$ cat src/rtl/cerc_pkg.sv
package cerc_pkg;
  localparam int REG_W    = 16;
  localparam int NUM_DOM  = 3;
  localparam int NUM_CONS = 20;
  localparam int SEL_W    = 2;
  localparam int DOM_W    = 2;
  localparam int ADDR_W   = DOM_W + SEL_W;
  localparam int IDX_W    = $clog2(REG_W);

  typedef enum logic [1:0] {GK_SW = 2'd0, GK_HW = 2'd1, GK_ON = 2'd2} gate_kind_e;

  typedef enum logic [SEL_W-1:0] {
    RS_STATUS = 2'd0,
    RS_ON     = 2'd1,
    RS_OFF    = 2'd2,
    RS_HOLD   = 2'd3
  } reg_sel_e;

  typedef struct packed {
    logic [DOM_W-1:0] dom;
    logic [IDX_W-1:0] rst_idx;
    logic [IDX_W-1:0] gate_idx;
    logic             has_gate;
    gate_kind_e       kind;
  } cons_desc_t;

  function automatic cons_desc_t mk(int d, int r, int g, bit hg, gate_kind_e kd);
    cons_desc_t c;
    c.dom      = DOM_W'(d);
    c.rst_idx  = IDX_W'(r);
    c.gate_idx = IDX_W'(g);
    c.has_gate = hg;
    c.kind     = kd;
    return c;
  endfunction

  // Consumer table: domain, reset bit, gate/status bit, has gate, kind.
  function automatic cons_desc_t cons_desc(int k);
    case (k)
      0:  return mk(0, 3, 3, 1'b1, GK_HW);
      1:  return mk(0, 4, 4, 1'b1, GK_HW);
      2:  return mk(0, 6, 6, 1'b1, GK_SW);
      3:  return mk(0, 8, 8, 1'b1, GK_HW);
      4:  return mk(0, 9, 9, 1'b1, GK_SW);
      5:  return mk(0, 10, 10, 1'b1, GK_HW);
      6:  return mk(0, 12, 12, 1'b1, GK_ON);
      7:  return mk(0, 5, 5, 1'b1, GK_SW);
      8:  return mk(1, 0, 0, 1'b1, GK_HW);
      9:  return mk(1, 1, 1, 1'b1, GK_SW);
      10: return mk(1, 2, 2, 1'b1, GK_SW);
      11: return mk(1, 5, 5, 1'b1, GK_SW);
      12: return mk(1, 6, 6, 1'b1, GK_SW);
      13: return mk(2, 0, 0, 1'b1, GK_HW);
      14: return mk(2, 1, 1, 1'b1, GK_SW);
      15: return mk(2, 4, 4, 1'b1, GK_SW);
      16: return mk(2, 5, 6, 1'b1, GK_SW);
      17: return mk(2, 6, 0, 1'b0, GK_ON);
      18: return mk(2, 7, 7, 1'b1, GK_SW);
      19: return mk(2, 8, 8, 1'b1, GK_SW);
      default: return mk(3, 0, 0, 1'b0, GK_ON);
    endcase
  endfunction

  function automatic logic [REG_W-1:0] gate_mask(int d, gate_kind_e kd);
    logic [REG_W-1:0] m;
    m = '0;
    for (int k = 0; k < NUM_CONS; k++) begin
      if (int'(cons_desc(k).dom) == d && cons_desc(k).has_gate && cons_desc(k).kind == kd)
        m[cons_desc(k).gate_idx] = 1'b1;
    end
    return m;
  endfunction

  function automatic logic [REG_W-1:0] hold_mask(int d);
    logic [REG_W-1:0] m;
    m = '0;
    for (int k = 0; k < NUM_CONS; k++) begin
      if (int'(cons_desc(k).dom) == d)
        m[cons_desc(k).rst_idx] = 1'b1;
    end
    return m;
  endfunction
endpackage

$ cat src/rtl/cerc_addr_dec.sv
module cerc_addr_dec
  import cerc_pkg::*;
#(
  parameter int ND = NUM_DOM
) (
  input  logic              reg_we,
  input  logic [ADDR_W-1:0] reg_addr,
  output logic [ND-1:0]     wr_on,
  output logic [ND-1:0]     wr_off,
  output logic [ND-1:0]     wr_hold,
  output logic              dom_valid,
  output logic [DOM_W-1:0]  dom_idx,
  output reg_sel_e          sel
);
  always_comb begin
    dom_idx   = reg_addr[ADDR_W-1:SEL_W];
    sel       = reg_sel_e'(reg_addr[SEL_W-1:0]);
    dom_valid = int'(dom_idx) < ND;
    for (int d = 0; d < ND; d++) begin
      wr_on[d]   = reg_we && dom_valid && int'(dom_idx) == d && sel == RS_ON;
      wr_off[d]  = reg_we && dom_valid && int'(dom_idx) == d && sel == RS_OFF;
      wr_hold[d] = reg_we && dom_valid && int'(dom_idx) == d && sel == RS_HOLD;
    end
  end
endmodule

$ cat src/rtl/cerc_bank.sv
module cerc_bank
  import cerc_pkg::*;
#(
  parameter int DOM = 0
) (
  input  logic             clk,
  input  logic             rst_n,
  input  logic             wr_on,
  input  logic             wr_off,
  input  logic             wr_hold,
  input  logic [REG_W-1:0] wdata,
  input  logic [REG_W-1:0] hw_vec,
  output logic [REG_W-1:0] status,
  output logic [REG_W-1:0] hold
);
  localparam logic [REG_W-1:0] SW_M   = gate_mask(DOM, GK_SW);
  localparam logic [REG_W-1:0] HW_M   = gate_mask(DOM, GK_HW);
  localparam logic [REG_W-1:0] ON_M   = gate_mask(DOM, GK_ON);
  localparam logic [REG_W-1:0] HOLD_M = hold_mask(DOM);

  logic [REG_W-1:0] sw_q, hw_q, hold_q;

  // Every gate bit is one flop or a constant: no logic between flop and pin.
  always_ff @(posedge clk or negedge rst_n) begin
    if (!rst_n) begin
      sw_q   <= '0;
      hw_q   <= '0;
      hold_q <= HOLD_M;
    end else begin
      hw_q <= hw_vec & HW_M;
      if (wr_on)
        sw_q <= sw_q | (wdata & SW_M);
      else if (wr_off)
        sw_q <= sw_q & ~(wdata & SW_M);
      if (wr_hold)
        hold_q <= wdata & HOLD_M;
    end
  end

  assign status = sw_q | hw_q | ON_M;
  assign hold   = hold_q;
endmodule

$ cat src/rtl/cerc_ctrl.sv
module cerc_ctrl
  import cerc_pkg::*;
#(
  parameter int NCONS = NUM_CONS
) (
  input  logic              clk,
  input  logic              rst_n,
  input  logic              reg_we,
  input  logic [ADDR_W-1:0] reg_addr,
  input  logic [REG_W-1:0]  reg_wdata,
  output logic [REG_W-1:0]  reg_rdata,
  input  logic [NCONS-1:0]  hw_req,
  output logic [NCONS-1:0]  gate_en,
  output logic [NCONS-1:0]  blk_rst
);
  logic [NUM_DOM-1:0] wr_on, wr_off, wr_hold;
  logic               dom_valid;
  logic [DOM_W-1:0]   dom_idx;
  reg_sel_e           sel;
  logic [REG_W-1:0]   status [NUM_DOM];
  logic [REG_W-1:0]   hold   [NUM_DOM];
  logic [REG_W-1:0]   hw_vec [NUM_DOM];

  cerc_addr_dec #(.ND(NUM_DOM)) u_dec (
    .reg_we    (reg_we),
    .reg_addr  (reg_addr),
    .wr_on     (wr_on),
    .wr_off    (wr_off),
    .wr_hold   (wr_hold),
    .dom_valid (dom_valid),
    .dom_idx   (dom_idx),
    .sel       (sel)
  );

  // Route each hardware-controlled request onto its domain's gate bit.
  always_comb begin
    for (int d = 0; d < NUM_DOM; d++) hw_vec[d] = '0;
    for (int k = 0; k < NCONS; k++) begin
      if (cons_desc(k).kind == GK_HW && cons_desc(k).has_gate)
        hw_vec[cons_desc(k).dom][cons_desc(k).gate_idx] = hw_req[k];
    end
  end

  for (genvar d = 0; d < NUM_DOM; d++) begin : g_dom
    cerc_bank #(.DOM(d)) u_bank (
      .clk     (clk),
      .rst_n   (rst_n),
      .wr_on   (wr_on[d]),
      .wr_off  (wr_off[d]),
      .wr_hold (wr_hold[d]),
      .wdata   (reg_wdata),
      .hw_vec  (hw_vec[d]),
      .status  (status[d]),
      .hold    (hold[d])
    );
  end

  always_comb begin
    reg_rdata = '0;
    if (dom_valid) begin
      case (sel)
        RS_STATUS: reg_rdata = status[dom_idx];
        RS_HOLD:   reg_rdata = hold[dom_idx];
        default:   reg_rdata = '0;
      endcase
    end
  end

  for (genvar k = 0; k < NCONS; k++) begin : g_cons
    localparam cons_desc_t C = cons_desc(k);
    if (C.has_gate) begin : g_gated
      assign gate_en[k] = status[C.dom][C.gate_idx];
    end else begin : g_free
      assign gate_en[k] = 1'b1;
    end
    assign blk_rst[k] = hold[C.dom][C.rst_idx];
  end
endmodule

$ cat config.mk
export PLATFORM = sky130hd
export DESIGN_NAME = cerc_ctrl
export DESIGN_NICKNAME = d
export VERILOG_FILES = /design/src/rtl/cerc_pkg.sv /design/src/rtl/cerc_addr_dec.sv /design/src/rtl/cerc_bank.sv /design/src/rtl/cerc_ctrl.sv
export SDC_FILE = /design/constraint.sdc
export NUM_CORES = 1
export LEC_CHECK = 0
export BUFFER_PORTS_ARGS = -buffer_cell sky130_fd_sc_hd__buf_2
export CORE_MARGIN = 4
export CORE_UTILIZATION = 46
export CTS_CLUSTER_DIAMETER = 150
export DETAILED_ROUTE_END_ITERATION = 16
export PLACE_DENSITY = 0.79
export SYNTH_ARGS = -nofsm -noshare
export SYNTH_HDL_FRONTEND = slang
export SYNTH_SLANG_ARGS = --single-unit
$ cat constraint.sdc
create_clock -name clk -period 1.79 [get_ports clk]
set_input_delay 0.358 -clock clk [delete_from_list [all_inputs] [get_ports clk]]
set_output_delay 0.358 -clock clk [all_outputs]
set_load 0.05 [all_outputs]
==> results of run 1 <==
power breakdown:
group / internal, W / total [W] / switching (W)
clock: 0.000410 / 0.000716 / 0.000306
sequential: 0.00111 / 0.00126 / 0.000144
combinational: 0.000439 / 0.00145 / 0.00101
cell usage after synthesis, drive strengths merged:
cell type / count
nor2: 11
ha: 6
conb: 2
mux2: 20
a21oi: 2
o31ai: 2
o21ai: 15
and3: 1
buf: 17
clkbuf: 2
nand4: 4
nor3: 2
a32o: 3
a21o: 1
inv: 2
nor2b: 2
or3: 1
nand2b: 4
dfrtp: 18
mux2i: 8
nand2: 11
nand3b: 3
nand3: 7
nor3b: 1
and2: 1
a22oi: 8
a22o: 4
dfstp: 20
o22a: 2
per-stage QoR:
stage / instance area (sq um) / util / TNS, ps
after CTS: 2880 / 0.658 / -47.6
after detailed placement: 2630 / 0.600 / -1850
after global routing: 2960 / 0.674 / -217
after global placement: 2630 / 0.600 / -1620
final: 2960 / 0.674 / -6.65
after floorplan: 2200 / - / -732
repair_timing:
item	in CTS	in global routing
setup endpoints to repair	12	11
pin swaps	3	6
gates resized for setup	37	12
buffers inserted	3	3
hold endpoints to repair	0	0
cell families after synthesis:
family	synth area share
AND/OR/NAND/NOR	0.136
flip-flops	0.464
AO/OA/AOI/OAI	0.119
multiplexers	0.168
buffers and inverters	0.0737
adder cells (fa/ha/maj)	0.0357
other	0.00357
layout make-up:
class	count	area, sq um	share of cell area
Tap cell	52	65.1	0.0220
Clock buffer	5	68.8	0.0233
Multi-Input combinational cell	125	1130	0.384
Timing Repair Buffer	96	652	0.220
Sequential cell	38	976	0.330
Clock inverter	3	40.0	0.0135
Inverter	2	20.0	0.00677
placed cells by master, fill, tap and decap left out, drive strengths merged:
cell type,count
buf,95
dfstp,20
mux2,20
dfrtp,18
o21ai,15
nand2,11
nor2,11
mux2i,8
a22oi,8
nand3,7
conb,6
clkbuf,6
ha,6
nand2b,4
a22o,4
nand4,4
nand3b,3
a32o,3
o22a,2
nor3,2
a21oi,2
nor2b,2
o31ai,2
clkinv,2
inv,2
or3,1
a21o,1
nor3b,1
and3,1
and2,1
bufinv,1
worst max-delay path, stage by stage, from the launching register on:
cell and delay (ps):
dfstp_2 550, mux2i_1 70, o21ai_1 150, a21oi_1 100, nor2_2 110, buf_6 170
per-layer routing:
| layer | vias to the layer above | track usage | share of wire |
|---|---|---|---|
| li1 | 809 | - | - |
| met1 | 845 | 0.255 | 0.40 |
| met2 | 74 | 0.317 | 0.49 |
| met3 | 8 | 0.0699 | 0.093 |
| met4 | 0 | 0.0602 | 0.0096 |
| met5 | - | 0 | 0 |
final timing paths:
path                                               from                         end  slack (ps)  cells past startpoint
worst max-delay path            g_dom[1].u_bank.hold[5]                reg_rdata[5]          -7                      5
worst min-delay path                              rst_n  asynchronous set/reset pin           9                      1
worst max register to register  g_dom[0].u_bank.hold[5]     g_dom[0].u_bank.hold[5]         960                      2
worst min register to register                flip-flop                   flip-flop         540                      2
max in group asynchronous                         rst_n     g_dom[0].u_bank.hold[6]        1240                      2
min in group clk                             hw_req[13]     g_dom[2].u_bank.hw_q[0]         170                      1
==> metrics.yaml, run 1 <==
status:
  run_status: "finished with violations"
  violations: "negative setup slack"
timing:
  fin_crit_ps: 1800
  report.final.setup_viol: 1
  layout_setup_ws_ps: -6.65
  holdWs_ps: 8.67
  rsz0062_at_grt: "true"
  slew_violations: 0
  finClkSkew_ps: 0
  max_freq_ghz: 0.557
  hold_viol_final: 0
  fin_crit_sh: 1.00
grt:
  grt-ovfl-total: 0
  grt_max_degree: 21
  grt_pass1_vias: 1772
  antenna_found_initial: 0
  grtUsageTotal: 0.199
  grt_pass1_wl_microns: 8510
floorplan:
  fp.dieH_microns: 75.6
  dieArea_sq_mm: 0.00572
  core-area_sq_mm: 0.00438
  initial_core_util: 0.480
  fp.dieW_microns: 75.6
  rows: 24
  io-pin-count: 99
final_layout:
  fillCellCount: 319
  drive_gt1_frac: 0.654
  syn_to_final_growth_pct: 40.5
  antennaDiodeCount: 0
  stdcell_count: 321
  nNetsFinal: 317
worst_setup_path:
  path_max_fanout: 3
  required_ps: 1430
  cp_data_arrival_time_ps: 1440
  critPathKind: "reg -> out"
  end_kind: "output port"
  start_kind: "flip-flop"
routing:
  drc: 0
  vias: 1736
  routedWlPerCell_microns: 16.9
  first_iter_violations: 56
  ant_nets: 0
  drt-total-wl_microns: 5410
  first_pass_iters: 4
  viasPerCell: 5.41
yosys:
  syn_area_per_cell_sq_um: 11.7
  yosys-top-cells-area: "dfstp_2 25%, dfrtp_1 21%, mux2_4 9.3%"
  yosys.area.top_type_share: 0.250
  synth.distinct_cells: 35
  synth_area_sq_mm: 0.00210
  synth.ff_latch_count: 38
  ys_seq_area_frac: 0.464
  syn_inst: 180
  ys_warn_count: 0
  synth_largest_area_cell: "dfstp_2"
min_path:
  hp-class: "in -> async"
power_and_ir_drop:
  powerDensity_mw_per_mm2: 1160
  ir_drop_mv: 0.656
  power.leakage_nw: 1.36
  p_total_w: 0.00342
placement:
  dp.cells: 307
  hpwlAfterDp_microns: 4100
  port_buffers: 74
  gp_congestion: 0.761
  place_ws_ps: -185
clock_tree:
  clk_latency_ps: 290
  root_buffer: "clkbuf_8"
  cts_hold_buf: 0
  cts.clk_slew.worst_paths_ps: 80
  cts.sinks: 38
  cts_tree: "built"
  cts.path.max_buffers: 2
  htreeDepth: 2
  cts_buffers: 5
job:
  maxCapViolCount: 0
Note: power is estimated with default switching activity, not from simulation.
==> run 2, diff against run 1 <==
CORE_UTILIZATION = 50   (was 46)
PLACE_DENSITY = 0.85   (was 0.79)
clock period = 2.2 ns   (was 1.79 ns; I/O delays follow)
==> run 2 against run 1 <==
The flow now finishes without violations. Count of clock-buffer cells in the layout grew 1. Wire length shrank 3.6%. Sequential share of layout area grew 4.5 points. Worst hold slack gained 230 ps. Setup slack gained 60 ps. First-iteration DRC count grew 120%. Die area shrank 7.2%. Flip-flop and latch count is the same. Via count shrank 3.5%. Combinational power shrank 25%. Critical path type is now in -> out. Largest power group unchanged.
==> metrics.yaml, run 2 (synthesized netlist as in run 1, its figures left out) <==
placement:
  port_buffers: 74  # unchanged
  place_ws_ps: 26.9  # +212 ps
  gp_congestion: 0.804  # +5.7%
  dp.cells: 299  # -2.6%
  hpwlAfterDp_microns: 3900  # -4.8%
worst_setup_path:
  end_kind: "output port"
  critPathKind: "in -> out"
  critPathMaxStageDelay_ps: 390  # -160 ps
  path_max_fanout: 4  # +1
  cp_data_arrival_time_ps: 1710  # +270 ps
  start_kind: "input port"
  required_ps: 1760  # +330 ps
  cpMaxStageDelayCell: "or3_1"
  path_cells: "buf_2, inv_1, ha_1, or3_1, nor2_1, clkbuf_4"
power_and_ir_drop:
  powerDensity_mw_per_mm2: 1000  # -14%
  ir_drop_mv: 0.460  # -30%
  power.leakage_nw: 1.25  # -8.2%
floorplan:
  fp.dieH_microns: 72.9  # -3.7%
  initial_core_util: 0.522  # +0.0423
  io-pin-count: 99  # unchanged
  fp.dieW_microns: 72.9  # -3.7%
  dieArea_sq_mm: 0.00531  # -7.2%
  core-area_sq_mm: 0.00403  # -8.1%
  rows: 23  # -4.2%
clock_tree:
  cts.clk_slew.worst_paths_ps: 80  # about the same
  cts_buffers: 5  # unchanged
  root_buffer: "clkbuf_8"
  postCtsSetupBuffers: 0  # -3
  cts_tree: "built"
  cts.path.max_buffers: 2  # unchanged
  cts.sinks: 38  # unchanged
  clk_latency_ps: 290  # about the same
  htreeDepth: 2  # unchanged
  cts_hold_buf: 0  # unchanged
final_layout:
  stdcell_count: 307  # -4.4%
  nNetsFinal: 305  # -3.8%
  final_cell_mix: "70 x buf_2, 20 x dfstp_2, 18 x dfrtp_1, 15 x o21ai_0, 13 x mux2_4"
  antennaDiodeCount: 0  # unchanged
  fillCellCount: 329  # +3.1%
  layout_commonest_cell: "buf_2"
  syn_to_final_growth_pct: 23.8
  drive_gt1_frac: 0.564  # -0.0901
timing:
  slew_headroom: 0.456
  slew_violations: 0  # unchanged
  rsz0062_at_grt: "false"
  fin_crit_sh: 0.976
  fin_crit_ps: 2150
  finClkSkew_ps: 0  # unchanged
  hold_viol_final: 0  # unchanged
  report.final.setup_viol: 0  # -1
  worst_pin_slew_ps: 817
  max_freq_ghz: 0.466
  layout_setup_ws_ps: 53.4  # +60.0 ps
job:
  maxCapViolCount: 0  # unchanged
routing:
  first_pass_iters: 4  # unchanged
  vias: 1676  # -3.5%
  routedWlPerCell_microns: 17.0  # +0.81%
  viasPerCell: 5.46  # +0.95%
  drc: 0  # unchanged
  ant_nets: 0  # unchanged
  drt-total-wl_microns: 5220  # -3.6%
  first_iter_violations: 125  # +120%
grt:
  grt_pass1_vias: 1696  # -4.3%
  grt-ovfl-total: 0  # unchanged
  antenna_found_initial: 0  # unchanged
  grt_max_degree: 39  # +86%
  grtUsageTotal: 0.206  # +0.00737
  grt_pass1_wl_microns: 8310  # -2.3%
min_path:
  hp-class: "in -> async"
status:
  run_status: "finished, final reports clean"
## run 2: timing repair
action | in CTS | in global routing
resized for setup | 0 | 5
endpoints found under the setup margin | 0 | 3
endpoints found under the hold margin | 0 | 0
## run 2: layer usage
layer,GRT usage,vias up,share of wire
met2,0.360,64,0.53
met4,0.0635,0,0.0080
li1,-,780,-
met3,0.0510,4,0.068
met1,0.250,828,0.40
met5,0,-,0
## run 2: path summary, 6_finish.rpt
check	start	end	slack, ps	cells after the start
max in group asynchronous	rst_n	g_dom[0].u_bank.hw_q[10]	1450	1
max reg2reg	g_dom[2].u_bank.hold[5]	g_dom[2].u_bank.hold[5]	1450	1
min in group clk	hw_req[8]	g_dom[1].u_bank.hw_q[0]	250	1
min	rst_n	g_dom[1].u_bank.hw_q[0]	240	1
min reg2reg	flip-flop	flip-flop	500	2
max	reg_addr[1]	reg_rdata[9]	50	6
## run 2: worst max-delay path: cells and delay by family
| family | cells | cell delay [ps] |
|---|---|---|
| buffers and inverters | 3 | 440 |
| and+or+nand+nor | 2 | 520 |
| adders and majority gates | 1 | 320 |
## run 2: layout make-up
type                       count  area [sq um]  share of cell area
inverter                       2          7.51             0.00288
multi-input combinational    125          1010               0.387
clock inverter                 2          12.5             0.00480
tap                           50          62.6              0.0240
timing repair buffer          84           455               0.175
clock buffer                   6          82.6              0.0317
sequential                    38           976               0.375
## run 2: power by group
| part | leakage, nW | total (W) | internal, W | switching (W) |
|---|---|---|---|---|
| clock network | 0.0472 | 0.000494 | 0.000252 | 0.000243 |
| logic | 0.773 | 0.00109 | 0.000305 | 0.000787 |
| registers | 0.427 | 0.00102 | 0.000906 | 0.000113 |
## run 2: per-stage QoR
| step | total power [W] | area, sq um | hold slack, ps | util | setup TNS, ps |
|---|---|---|---|---|---|
| after floorplan | 0.00187 | 2140 | 144 | - | -462 |
| after global placement | 0.00210 | 2500 | 468 | 0.620 | 0 |
| after detailed placement | 0.00212 | 2500 | 475 | 0.620 | 0 |
| after CTS | 0.00263 | 2590 | 236 | 0.643 | 0 |
| after global routing | 0.00273 | 2610 | 231 | 0.647 | 0 |
| final | 0.00261 | 2610 | 238 | 0.647 | 0 |
==> run 3, diff against run 2 <==
CORE_UTILIZATION = 55   (was 50)
PLACE_DENSITY = 0.86   (was 0.85)
SYNTH_HIERARCHICAL = 1   (was unset)
==> run 3 against run 2 <==
Sequential power barely moved. Die area grew 22%. Synthesized area grew 38%. Combinational power increased by 16%. Cell area is 38% higher. Synthesized cell count rose by 48%. Sequential share of layout area shrank 10 points. Critical path type unchanged. Largest cell class unchanged.
==> metrics.yaml, run 3 <==
timing:
  finClkSkew_ps: 0  # unchanged
  slew_headroom: 0.220  # -0.235
  max_freq_ghz: 0.456  # -2.2%
  hold_viol_final: 0  # unchanged
  fin_crit_ps: 2200  # +48.7 ps
  worst_pin_slew_ps: 1190  # +374 ps
  fin_crit_sh: 0.998  # +0.0222
  layout_setup_ws_ps: 4.63  # -48.7 ps
  report.final.setup_viol: 0  # unchanged
  rsz0062_at_grt: "true"
  slew_violations: 0  # unchanged
power_and_ir_drop:
  p_int_w: 0.00155  # +5.8%
  p_clk_frac: 0.177  # -0.013
  netSwitchingPower_w: 0.00124  # +8.4%
  powerDensity_mw_per_mm2: 778  # -22%
  swShare: 0.444  # +0.00590
  power_frac_seq: 0.369  # -0.022
  ir_drop_mv: 0.687  # +49%
  p_comb_frac: 0.454  # +0.035
  p_total_w: 0.00279  # +6.9%
  power.leakage_nw: 1.74  # +39%
clock_tree:
  cts.path.max_buffers: 2  # unchanged
  cts_tree: "built"
  root_buffer: "clkbuf_8"
  cts_buffers: 5  # unchanged
  cts.clk_slew.worst_paths_ps: 80  # about the same
  cts_hold_buf: 0  # unchanged
  cts.sinks: 38  # unchanged
  htreeDepth: 2  # unchanged
  clk_latency_ps: 280  # about the same
routing:
  drc: 0  # unchanged
  viasPerCell: 4.90  # -10%
  ant_nets: 0  # unchanged
  first_iter_violations: 79  # -37%
  first_pass_iters: 4  # unchanged
  drt-total-wl_microns: 6480  # +24%
  routedWlPerCell_microns: 15.4  # -9.5%
  vias: 2063  # +23%
job:
  maxCapViolCount: 0  # unchanged
floorplan:
  fp.dieH_microns: 80.7  # +11%
  dieArea_sq_mm: 0.00650  # +22%
  fp.dieW_microns: 80.7  # +11%
  rows: 26  # +13%
  core-area_sq_mm: 0.00511  # +27%
  io-pin-count: 99  # unchanged
  initial_core_util: 0.568  # +0.0460
yosys:
  ys_warn_count: 6  # +6
  synth_area_sq_mm: 0.00290  # +38%
  syn_area_per_cell_sq_um: 10.9  # -7.0%
  syn_inst: 267  # +48%
placement:
  gp_congestion: 0.801  # -0.35%
  dpl_cell_area_sq_mm: 0.00334  # +34%
  hpwlAfterDp_microns: 4920  # +26%
  port_buffers: 74  # unchanged
  place_ws_ps: -150  # -177 ps
final_layout:
  multi_input_area_sq_mm: 0.00175  # +73%
  regArea_sq_um: 976  # unchanged
  fillCellCount: 382  # +16%
  nNetsFinal: 395  # +30%
  layout_commonest_cell: "buf_2"
  antennaDiodeCount: 0  # unchanged
  syn_to_final_growth_pct: 23.4
  stdcell_area_sq_mm: 0.00358  # +38%
  drive_gt1_frac: 0.499  # -0.0656
  final_cell_mix: "61 x buf_2, 59 x conb_1, 32 x mux2i_1, 28 x a22o_1, 23 x buf_4"
status:
  run_status: "finished, final reports clean"
worst_setup_path:
  critPathMaxStageDelay_ps: 210  # -180 ps
  path_cells: "buf_8, inv_4, ha_4, nor3b_4, buf_4, nand2_4, buf_12, o221ai_4, buf_6"
  end_kind: "output port"
  rrSetupSlack_ps: 1440  # about the same
  cpMaxStageDelayCell: "ha_4"
  cp_data_arrival_time_ps: 1760  # +50 ps
  crit_buf_inv: 5  # +2
  path_delay_family: "buffers and inverters"
  start_kind: "input port"
  critPathKind: "in -> out"
  path_max_fanout: 7  # +3
  required_ps: 1760  # about the same
grt:
  grtUsageTotal: 0.217  # +0.0111
  antenna_found_initial: 0  # unchanged
  grt_max_degree: 39  # unchanged
  grt_pass1_wl_microns: 10900  # +31%
  grt_pass1_vias: 2193  # +29%
  grt-ovfl-total: 0  # unchanged
min_path:
  hp-class: "in -> reg"
==> run 3: path summary, 6_finish.rpt <==
path | depth (start not counted) | startpoint | to
worst min register to register | 1 | flip-flop | flip-flop
min in group asynchronous | 1 | rst_n | asynchronous set/reset pin
max in group asynchronous | 1 | rst_n | asynchronous set/reset pin
worst max-delay path | 9 | reg_addr[0] | reg_rdata[7]
worst min-delay path | 1 | hw_req[8] | g_dom[1].u_bank/hw_q[0]
worst max register to register | 1 | g_dom[2].u_bank/hold[0] | g_dom[2].u_bank/hold[0]
==> run 3: what timing repair did <==
action | in CTS | in global routing
setup endpoints to repair | 11 | 12
gates resized for setup | 29 | 2
pin swaps | 5 | 5
buffers inserted | 2 | 1
==> run 3: power groups by stage <==
stage	logic, W	clock network, W	registers, W
6_report	0.00126	0.000493	0.00103
3_5_place_dp	0.00123	0	0.00104
5_1_grt	0.00133	0.000539	0.00105
3_3_place_gp	0.00121	0	0.00103
2_1_floorplan	0.000524	0	0.00154
4_1_cts	0.00127	0.000505	0.00103
==> run 3: metrics by stage <==
stage / util / hold slack, ps / setup TNS (ps) / cells
4_1_cts: 0.699 / 247 / -25.2 / 420
3_5_place_dp: 0.653 / 524 / -1480 / 410
5_1_grt: 0.701 / 242 / -256 / 421
6_report: 0.701 / 256 / 0 / 421
2_1_floorplan: - / 144 / 0 / 321
3_3_place_gp: 0.653 / 509 / -1300 / 410
==> run 3: cell type report <==
cell class	instances	share of cell area
clock buffer	7	0.0241
clock inverter	1	0.00140
inverter	2	0.00279
multi-input combinational	204	0.488
sequential	38	0.272
tap	70	0.0244
timing repair buffer	99	0.187
==> run 3: metal layers <==
metal	vias to the layer above	routed length [microns]	track usage
met5	-	0	0
met4	0	68	0.0473
met3	9	346	0.0415
met2	62	3420	0.398
met1	992	2640	0.261
li1	1000	-	-
